==> config.mk <==
export PLATFORM = sky130hd
export DESIGN_NAME = tlim_alert
export DESIGN_NICKNAME = d
export VERILOG_FILES = /design/src/rtl/talrt_pkg.sv /design/src/rtl/talrt_cmp.sv /design/src/rtl/talrt_fault_q.sv /design/src/rtl/talrt_state.sv /design/src/rtl/tlim_alert.sv
export SDC_FILE = /design/constraint.sdc
export NUM_CORES = 1
export LEC_CHECK = 0
export ABC_AREA = 1
export BUFFER_PORTS_ARGS = -buffer_cell sky130_fd_sc_hd__buf_2
export CAP_MARGIN = 20
export CORE_MARGIN = 1
export CORE_UTILIZATION = 45
export DETAILED_ROUTE_END_ITERATION = 10
export GPL_ROUTABILITY_DRIVEN = 0
export PLACE_DENSITY = 0.84
export SYNTH_ARGS = -nofsm -noshare
export SYNTH_HDL_FRONTEND = slang
export SYNTH_HIERARCHICAL = 1
export SYNTH_SLANG_ARGS = --single-unit
==> constraint.sdc <==
create_clock -name clk -period 1.7 [get_ports clk]
set_input_delay 0.34 -clock clk [delete_from_list [all_inputs] [get_ports clk]]
set_output_delay 0.34 -clock clk [all_outputs]
set_load 0.03 [all_outputs]
==> src/rtl/talrt_pkg.sv <==
package talrt_pkg;
  localparam int unsigned TEMP_W = 12;
  localparam int unsigned QCNT_W = 3;
  localparam int unsigned FQ_W   = 2;

  // depth of the fault queue for each select code
  function automatic logic [QCNT_W-1:0] fq_depth(input logic [FQ_W-1:0] code);
    logic [QCNT_W-1:0] d;
    case (code)
      2'd0:    d = QCNT_W'(1);
      2'd1:    d = QCNT_W'(2);
      2'd2:    d = QCNT_W'(4);
      default: d = QCNT_W'(6);
    endcase
    return d;
  endfunction
endpackage

==> src/rtl/talrt_cmp.sv <==
module talrt_cmp #(
  parameter int unsigned TW = talrt_pkg::TEMP_W
) (
  input  logic [TW-1:0] smp,
  input  logic [TW-1:0] hi_lim,
  input  logic [TW-1:0] lo_lim,
  output logic          at_or_above_hi,
  output logic          below_lo
);
  always_comb begin
    at_or_above_hi = $signed(smp) >= $signed(hi_lim);
    below_lo       = $signed(smp) <  $signed(lo_lim);
  end
endmodule

==> src/rtl/talrt_fault_q.sv <==
module talrt_fault_q #(
  parameter int unsigned QW = talrt_pkg::QCNT_W
) (
  input  logic          clk,
  input  logic          rst_n,
  input  logic          smp_vld,
  input  logic          fault,
  input  logic [QW-1:0] need,
  input  logic          flush,
  input  logic          hold,
  output logic          trip,
  output logic [QW-1:0] cnt
);
  logic [QW-1:0] cnt_q, cnt_d, cnt_inc;
  logic          cnt_en;

  always_comb begin
    cnt_inc = cnt_q + QW'(1);
    trip    = smp_vld & fault & ~flush & ~hold & (cnt_inc >= need);
    cnt_en  = flush | hold | smp_vld;
    if (flush || hold)          cnt_d = '0;
    else if (fault && !trip)    cnt_d = cnt_inc;
    else                        cnt_d = '0;
  end

  always_ff @(posedge clk or negedge rst_n) begin
    if (!rst_n)      cnt_q <= '0;
    else if (cnt_en) cnt_q <= cnt_d;
  end

  assign cnt = cnt_q;
endmodule

==> src/rtl/talrt_state.sv <==
module talrt_state (
  input  logic clk,
  input  logic rst_n,
  input  logic intr_mode,
  input  logic shdn,
  input  logic gc_reset,
  input  logic rd_clr,
  input  logic won_clr,
  input  logic trip,
  output logic active,
  output logic src,
  output logic watch_hi,
  output logic hold,
  output logic flush
);
  logic act_q, act_d;
  logic arm_hi_q, arm_hi_d;
  logic src_q, src_d;
  logic shdn_q, mode_q;
  logic shdn_rise, mode_chg, restart, clr_take;

  always_comb begin
    shdn_rise = shdn & ~shdn_q;
    mode_chg  = intr_mode ^ mode_q;
    restart   = gc_reset | shdn_rise | mode_chg;
    clr_take  = intr_mode & act_q & (rd_clr | won_clr);
    flush     = restart | clr_take;
    hold      = intr_mode & act_q;
    watch_hi  = intr_mode ? arm_hi_q : ~act_q;

    act_d    = act_q;
    arm_hi_d = arm_hi_q;
    src_d    = src_q;
    if (restart) begin
      act_d    = 1'b0;
      arm_hi_d = 1'b1;
      src_d    = 1'b0;
    end else if (clr_take) begin
      act_d    = 1'b0;
      arm_hi_d = ~arm_hi_q;
      src_d    = 1'b0;
    end else if (trip) begin
      if (intr_mode) begin
        act_d = 1'b1;
        src_d = arm_hi_q;
      end else begin
        act_d = ~act_q;
        src_d = ~act_q;
      end
    end
  end

  always_ff @(posedge clk or negedge rst_n) begin
    if (!rst_n) begin
      act_q    <= 1'b0;
      arm_hi_q <= 1'b1;
      src_q    <= 1'b0;
      shdn_q   <= 1'b0;
      mode_q   <= 1'b0;
    end else begin
      act_q    <= act_d;
      arm_hi_q <= arm_hi_d;
      src_q    <= src_d;
      shdn_q   <= shdn;
      mode_q   <= intr_mode;
    end
  end

  assign active = act_q;
  assign src    = src_q;
endmodule

==> src/rtl/tlim_alert.sv <==
module tlim_alert #(
  parameter int unsigned TW = talrt_pkg::TEMP_W,
  parameter int unsigned QW = talrt_pkg::QCNT_W
) (
  input  logic          clk,
  input  logic          rst_n,
  input  logic          sample_vld,
  input  logic [TW-1:0] sample,
  input  logic [TW-1:0] hi_lim,
  input  logic [TW-1:0] lo_lim,
  input  logic [1:0]    fq_sel,
  input  logic          intr_mode,
  input  logic          pol,
  input  logic          shdn,
  input  logic          gc_reset,
  input  logic          reg_rd_clr,
  input  logic          arb_won_clr,
  output logic          alert_pin,
  output logic          alert_src
);
  logic          at_hi, below_lo, fault;
  logic          watch_hi, hold, flush, trip, active;
  logic [QW-1:0] need, fault_cnt;

  assign need = talrt_pkg::fq_depth(fq_sel);

  talrt_cmp #(.TW(TW)) i_cmp (
    .smp(sample), .hi_lim(hi_lim), .lo_lim(lo_lim),
    .at_or_above_hi(at_hi), .below_lo(below_lo)
  );

  assign fault = watch_hi ? at_hi : below_lo;

  talrt_fault_q #(.QW(QW)) i_fq (
    .clk(clk), .rst_n(rst_n), .smp_vld(sample_vld), .fault(fault),
    .need(need), .flush(flush), .hold(hold), .trip(trip), .cnt(fault_cnt)
  );

  talrt_state i_st (
    .clk(clk), .rst_n(rst_n), .intr_mode(intr_mode), .shdn(shdn),
    .gc_reset(gc_reset), .rd_clr(reg_rd_clr), .won_clr(arb_won_clr),
    .trip(trip), .active(active), .src(alert_src), .watch_hi(watch_hi),
    .hold(hold), .flush(flush)
  );

  assign alert_pin = pol ? active : ~active;
endmodule

# Word-level counts from Yosys, hierarchy flattened
# Cells that the tools add are included.
classes:
  n_div: 0
  add_sub_neg: 1
  n_reduce_logical: 6
  bitwise: 19
  mux: 15
  n_eq_ne: 2
  n_shift: 0
  n_mul: 0
  magnitude_cmp: 3
ops:
  columns: ["cell", "n"]
  rows:
  - ["greater-or-equal comparator 12 bit", 1]
  - ["< comparator 12 bit", 1]
  - ["two-way mux 1 bit", 12]
  - ["one-hot mux 3 bit (3 select lines)", 1]
  - ["AND 1 bit", 7]
  - ["two-way mux 3 bit", 2]
  - ["bitwise OR 1 bit", 6]
  - ["inverter 1 bit", 5]
  - ["adder 3 x 1 -> 3 bit, second input constant", 1]
  - ["greater-or-equal comparator 3 bit", 1]
  - ["nonzero test 3 bit", 1]
  - ["== test 2 x 1 -> 1 bit, second input constant", 1]
  - ["== test 2 bit, second input constant", 1]
  - ["logical NOT 2 bit", 1]
  - ["nonzero test 2 bit", 1]
  - ["logical AND 1 bit", 1]
  - ["logical NOT 1 bit", 1]
  - ["logical OR 1 bit", 1]
  - ["bitwise XOR 1 bit", 1]
totals:
  mem_count: 0
  mem_bits_ro: 0
  mem_bits_rw: 0
  ff_bits: 8
  input_bits: 47
  latch_bits: 0
  elab_cells: 52
  output_inout_bits: 2

# Depth between registers and ports, before layout
depth:
  depth_word: 13
  ltp_mapped: 19
  ltp_nobuf: 19

# Cells and area by module
# Netlist, hierarchy kept.
modules_own_cells:
  columns: ["module", "area_per_inst_um2", "n_inst", "seq_area_each_um2", "cells_each"]
  rows:
  - ["talrt_cmp", 669.4, 1, 0.0, 115]
  - ["talrt_state", 292.8, 1, 126.4, 41]
  - ["talrt_fault_q", 272.8, 1, 75.1, 37]
  - ["tlim_alert", 45.0, 1, 0.0, 12]

# Worst setup path before layout
# OpenSTA, ideal clock, no wires.
synth_timing:
  path_type: "input port to flip-flop"
  startpoint: "input hi_lim[11]"
  endpoint: "register i_st.src_q, in the netlist i_st/src"
  setup_ps: 115
  t_arrival_ps: 1888
  t_required_ps: 1585
  setup_slack_ps: -303
  stages: 15
  path_buffers: 0
  cell_sequence: "inv_1 ha_1 a21o_2 nor2_1 nand3_1 nand2_1 nand3_1 nand2_1 nand2_1 nand2_2 nor2_4 a21boi_2 or2_1 nand2_1 nor2_1"
synth_between:
  elab_chain_len: 7
synth_lines:
  columns: ["item", "line", "rtl"]
  rows:
  - ["start: declaration", "tlim_alert.sv:9", "input logic [TW-1:0] hi_lim,"]
  - ["greater-or-equal comparator 12 bit", "talrt_cmp.sv:11", "at_or_above_hi = $signed(smp) >= $signed(hi_lim);"]
  - ["via at_hi", "tlim_alert.sv:21", "logic at_hi, below_lo, fault;"]
  - ["two-way mux 1 bit", "tlim_alert.sv:32", "assign fault = watch_hi ? at_hi : below_lo;"]
  - ["via fault", "tlim_alert.sv:21", null]
  - ["AND 1 bit (4 in a row)", "talrt_fault_q.sv:19", "trip = smp_vld & fault & ~flush & ~hold & (cnt_inc >= need);"]
  - ["via trip", "tlim_alert.sv:22", "logic watch_hi, hold, flush, trip, active;"]
  - ["nonzero test 3 bit (no source line)", null, null]
  - ["end signal: assignment", "talrt_state.sv:63", "src_q <= src_d;"]
  - ["end: declaration", "talrt_state.sv:18", "logic src_q, src_d;"]
# The timed path passes the listed nets, and every way through them passes these cells.
# A chain may end at the register's enable or synchronous reset.

# Final worst setup path
layout_timing:
  startpoint: "input hi_lim[9]"
  endpoint: "register i_st.act_q, in the netlist i_st/active"
layout_between:
  elab_chain_len: 7
layout_lines:
  columns: ["item", "line", "rtl"]
  rows:
  - ["greater-or-equal comparator 12 bit", "talrt_cmp.sv:11", null]
  - ["via at_hi", "tlim_alert.sv:21", null]
  - ["two-way mux 1 bit", "tlim_alert.sv:32", null]
  - ["via fault", "tlim_alert.sv:21", null]
  - ["AND 1 bit (4 in a row)", "talrt_fault_q.sv:19", null]
  - ["via trip", "tlim_alert.sv:22", null]
  - ["nonzero test 3 bit (no source line)", null, null]
  - ["end signal: assignment", "talrt_state.sv:61", "act_q <= act_d;"]
  - ["end: declaration", "talrt_state.sv:16", "logic act_q, act_d;"]
# The timed path passes the listed nets, and every way through them passes these cells.

==> metrics <==
TritonRoute pass-1 iters 4; CTS root buffer clkbuf_4; Power Dens Cells 377.5 nW/um^2; Final Util approximately 77%; commonest cells after routing, fill and taps aside nand2_1 (59), inv_1 (43), buf_2 (38); H-tree Lvls 1; CP arrival around 2.0 ns; Max VDD drop around 0.00059 V; synthesized area between 1000 and 1500 um^2; overall routing resource usage between 20% and 30%; post-DP HPWL between 2 and 2.5 mm; residual DRC count 0; FMAX 538.0 MHz; failing checks negative setup slack; class of the worst hold path primary input to flip-flop; antenna violations before repair 0; met1 Use GR 26.08%; Mapped Avg Cell Area approximately 6.2 um^2; outcome finished with violations; final cycle utilization of the critical path 109.3%; Yosys cell types 23; Final Max Slew Viols 0; GRT met3 Usage between 3 and 4%; share of cells above drive strength 1 43.40%; Cell Chain, Critical Path buf_2 > inv_2 > ha_4 > nand2_1 > inv_1 > nand2_2 > nor2_4 > nand2_2 > nand3_2 > nand2_1 > nand3_1 > nand2_1 > nand2_1 > nand2_2 > nor2_4 > a21boi_4 > nor2_1 > a21oi_1 > nor2_1; post-synthesis cell count slightly above 200; Ports between 40 and 50; largest net degree at the start of global routing 9; min Tclk post-route 1.859 ns; n_diodes 0; Synth Register Bits 8; CP required approximately 1.9 ns; cell taking the most area after synthesis ha_1; WL/cell around 11 um; Slew @ Worst Pin between 0.2 and 0.25 ns; Initial Utilization ~49%; most common cell after layout, fill and taps aside nand2_1; Die ar. 3061 um^2; clock-pin slew on the worst setup and hold paths 0.06 ns; via count 1410; Hold EP i_st/shdn_q; met2 Usage GRT a little over two fifths; Setup Skew 0.006282 ns; sequential area share after synthesis between 15 and 20%; R2R Setup Slk -0.04 ns; vias per cell around 4.8; crit path capture type flip-flop; top post-synthesis cells by area ha_1 (26%), nand2_1 (19%), inv_1 (16%), dfrtp_1 (14%), a21oi_1 (3.5%); vias in the first global route 1400; ANT nets after route 0; Layout Cells excl Fill slightly below 300; setup ws final -0.1588 ns; clock sinks 8; Max FO, Critical Path 4; Worst R2R Path Depth 11; first-pass GRT wire length about 5.6 mm; Critical Path Most Common Cell nand2_1; max incr delay on CP between 0.2 and 0.3 ns; Worst-Skew Late Latency around 0.26 ns; R2R Path End i_st/active; Bufs on Longest Clock Path 2; CP startpoint kind primary input; DRT iter0 DRCs 35; core area 2590 um^2; Mapped Nets approximately 280; Lkg Pwr approximately 1.1 nW; num rows 18; buffers added on ports 48; CP max-delay cell ha_4; die width about 55 um; worst hold start shdn; Net count, final 340; register area between 200 and 250 um^2; Post-Route WL between 3 and 4 mm; Fillers 186; Hold Vio Cnt, Final 0; CTS buffer count 3; share of the synthesized area in the top cell type approximately a quarter; Inst Count DP between 200 and 300; Hold Crit Depth 1; synth warn 6; CP Class primary input to flip-flop; GR peak layer met2; grt ovf 0; final setup vio count 2; # Max-Cap Violations 0; Area Growth Syn to Fin 55.72%; CTS tree done; FF-to-FF Start i_fq/cnt[0]; area occupied by multi-input gates around 1100 um^2; Die Ht between 50 and 60 um; headroom to the max-slew limit between 80% and 90%; RSZ-0062 raised after global routing yes
## state kept, by name, indices dropped and copies added (netlist names)
register	count
i_st/src	1
i_fq/cnt	3
i_st/arm_hi_q	1
i_st/mode_q	1
i_st/active	1
i_st/shdn_q	1
## synthesized netlist by cell type
| cell type | instances |
|---|---|
| inv_1 | 54 |
| clkinv_1 | 1 |
| a21oi_2 | 1 |
| a21oi_1 | 9 |
| a21o_2 | 1 |
| nand3_2 | 1 |
| nand3b_1 | 1 |
| dfrtp_1 | 7 |
| nor2_1 | 9 |
| o21ai_0 | 1 |
| nand3_1 | 6 |
| nand2_1 | 64 |
| a21boi_2 | 1 |
| a21oi_4 | 1 |
| nor2_2 | 1 |
| nand2_2 | 5 |
| inv_2 | 3 |
| or2_1 | 1 |
| ha_1 | 27 |
| dfstp_2 | 1 |
| clkbuf_1 | 2 |
| nand4_1 | 7 |
| nor2_4 | 1 |
## per-stage QoR
step           hold WS [ns]  area, um^2  setup WS [ns]  TNS, ns   power, W
2_1_floorplan       0.04441        1408        -0.1360  -0.2717  0.0003871
3_3_place_gp         0.1895        1738        -0.3691   -1.194  0.0005034
3_5_place_dp         0.1915        1738        -0.4195   -1.409  0.0005129
4_1_cts              0.2445        1949       -0.07702  -0.1394  0.0007328
5_1_grt              0.2340        1993        -0.3085  -0.8309  0.0008216
6_report             0.2561        1993        -0.1588  -0.3001  0.0007523
## worst max-delay path by stage
stage / cells past startpoint / startpoint / to
floorplan: 18 / hi_lim[11] / i_st/active
global placement: 19 / hi_lim[11] / i_st/active
detailed placement: 19 / hi_lim[11] / i_st/active
CTS: 19 / hi_lim[11] / i_st/active
global route: 19 / hi_lim[9] / i_st/src
finish: 19 / hi_lim[9] / i_st/active
## per-layer routing
layer	vias up	part of all wire, %	wire (um)
met5	-	0	0
met4	0	1.3	40
met3	6	4.9	155
met2	51	50	1593
met1	614	44	1393
li1	739	-	-
## cell type report
| class | instances | area share, % |
|---|---|---|
| clock buffers | 4 | 1.318 |
| inverters | 58 | 11.80 |
| multi-input cells | 137 | 55.62 |
| flip-flops and latches | 8 | 10.11 |
| well taps | 30 | 1.883 |
| repair buffers | 58 | 19.27 |
## worst max-delay path: cells and delay by family
kind / cells / cell delay [ns]
adders and majority gates: 1 / 0.26
and+or+nand+nor: 13 / 0.90
AOI/OAI and AO/OA: 2 / 0.32
buffers and inverters: 3 / 0.19
## report_power, final
part | internal [W] | switching [W]
clock | 0.0000904 | 0.0000744
sequential | 0.000194 | 0.00000165
combinational | 0.000197 | 0.000195
total | 0.000482 | 0.000271
## timing repair
| action | in CTS | in global routing |
|---|---|---|
| hold buffers | 1 | 0 |
| hold endpoints to repair | 7 | 0 |
| endpoints found under the setup margin | 2 | 5 |
| gates resized for setup | 28 | 14 |
| pin swaps | 15 | 29 |
| setup buffers | 2 | 1 |
## cells by family (layout without fill, tap and decap cells)
| logic type | after synthesis | count (layout) | synth area share (%) |
|---|---|---|---|
| AO/OA/AOI/OAI | 14 | 14 | 7.429 |
| AND/OR/NAND/NOR | 96 | 96 | 32.85 |
| flip-flops | 8 | 8 | 15.74 |
| adder cells (fa/ha/maj) | 27 | 27 | 26.39 |
| buffers and inverters | 60 | 120 | 17.59 |
No activity file was read; power rests on OpenSTA's default activity.
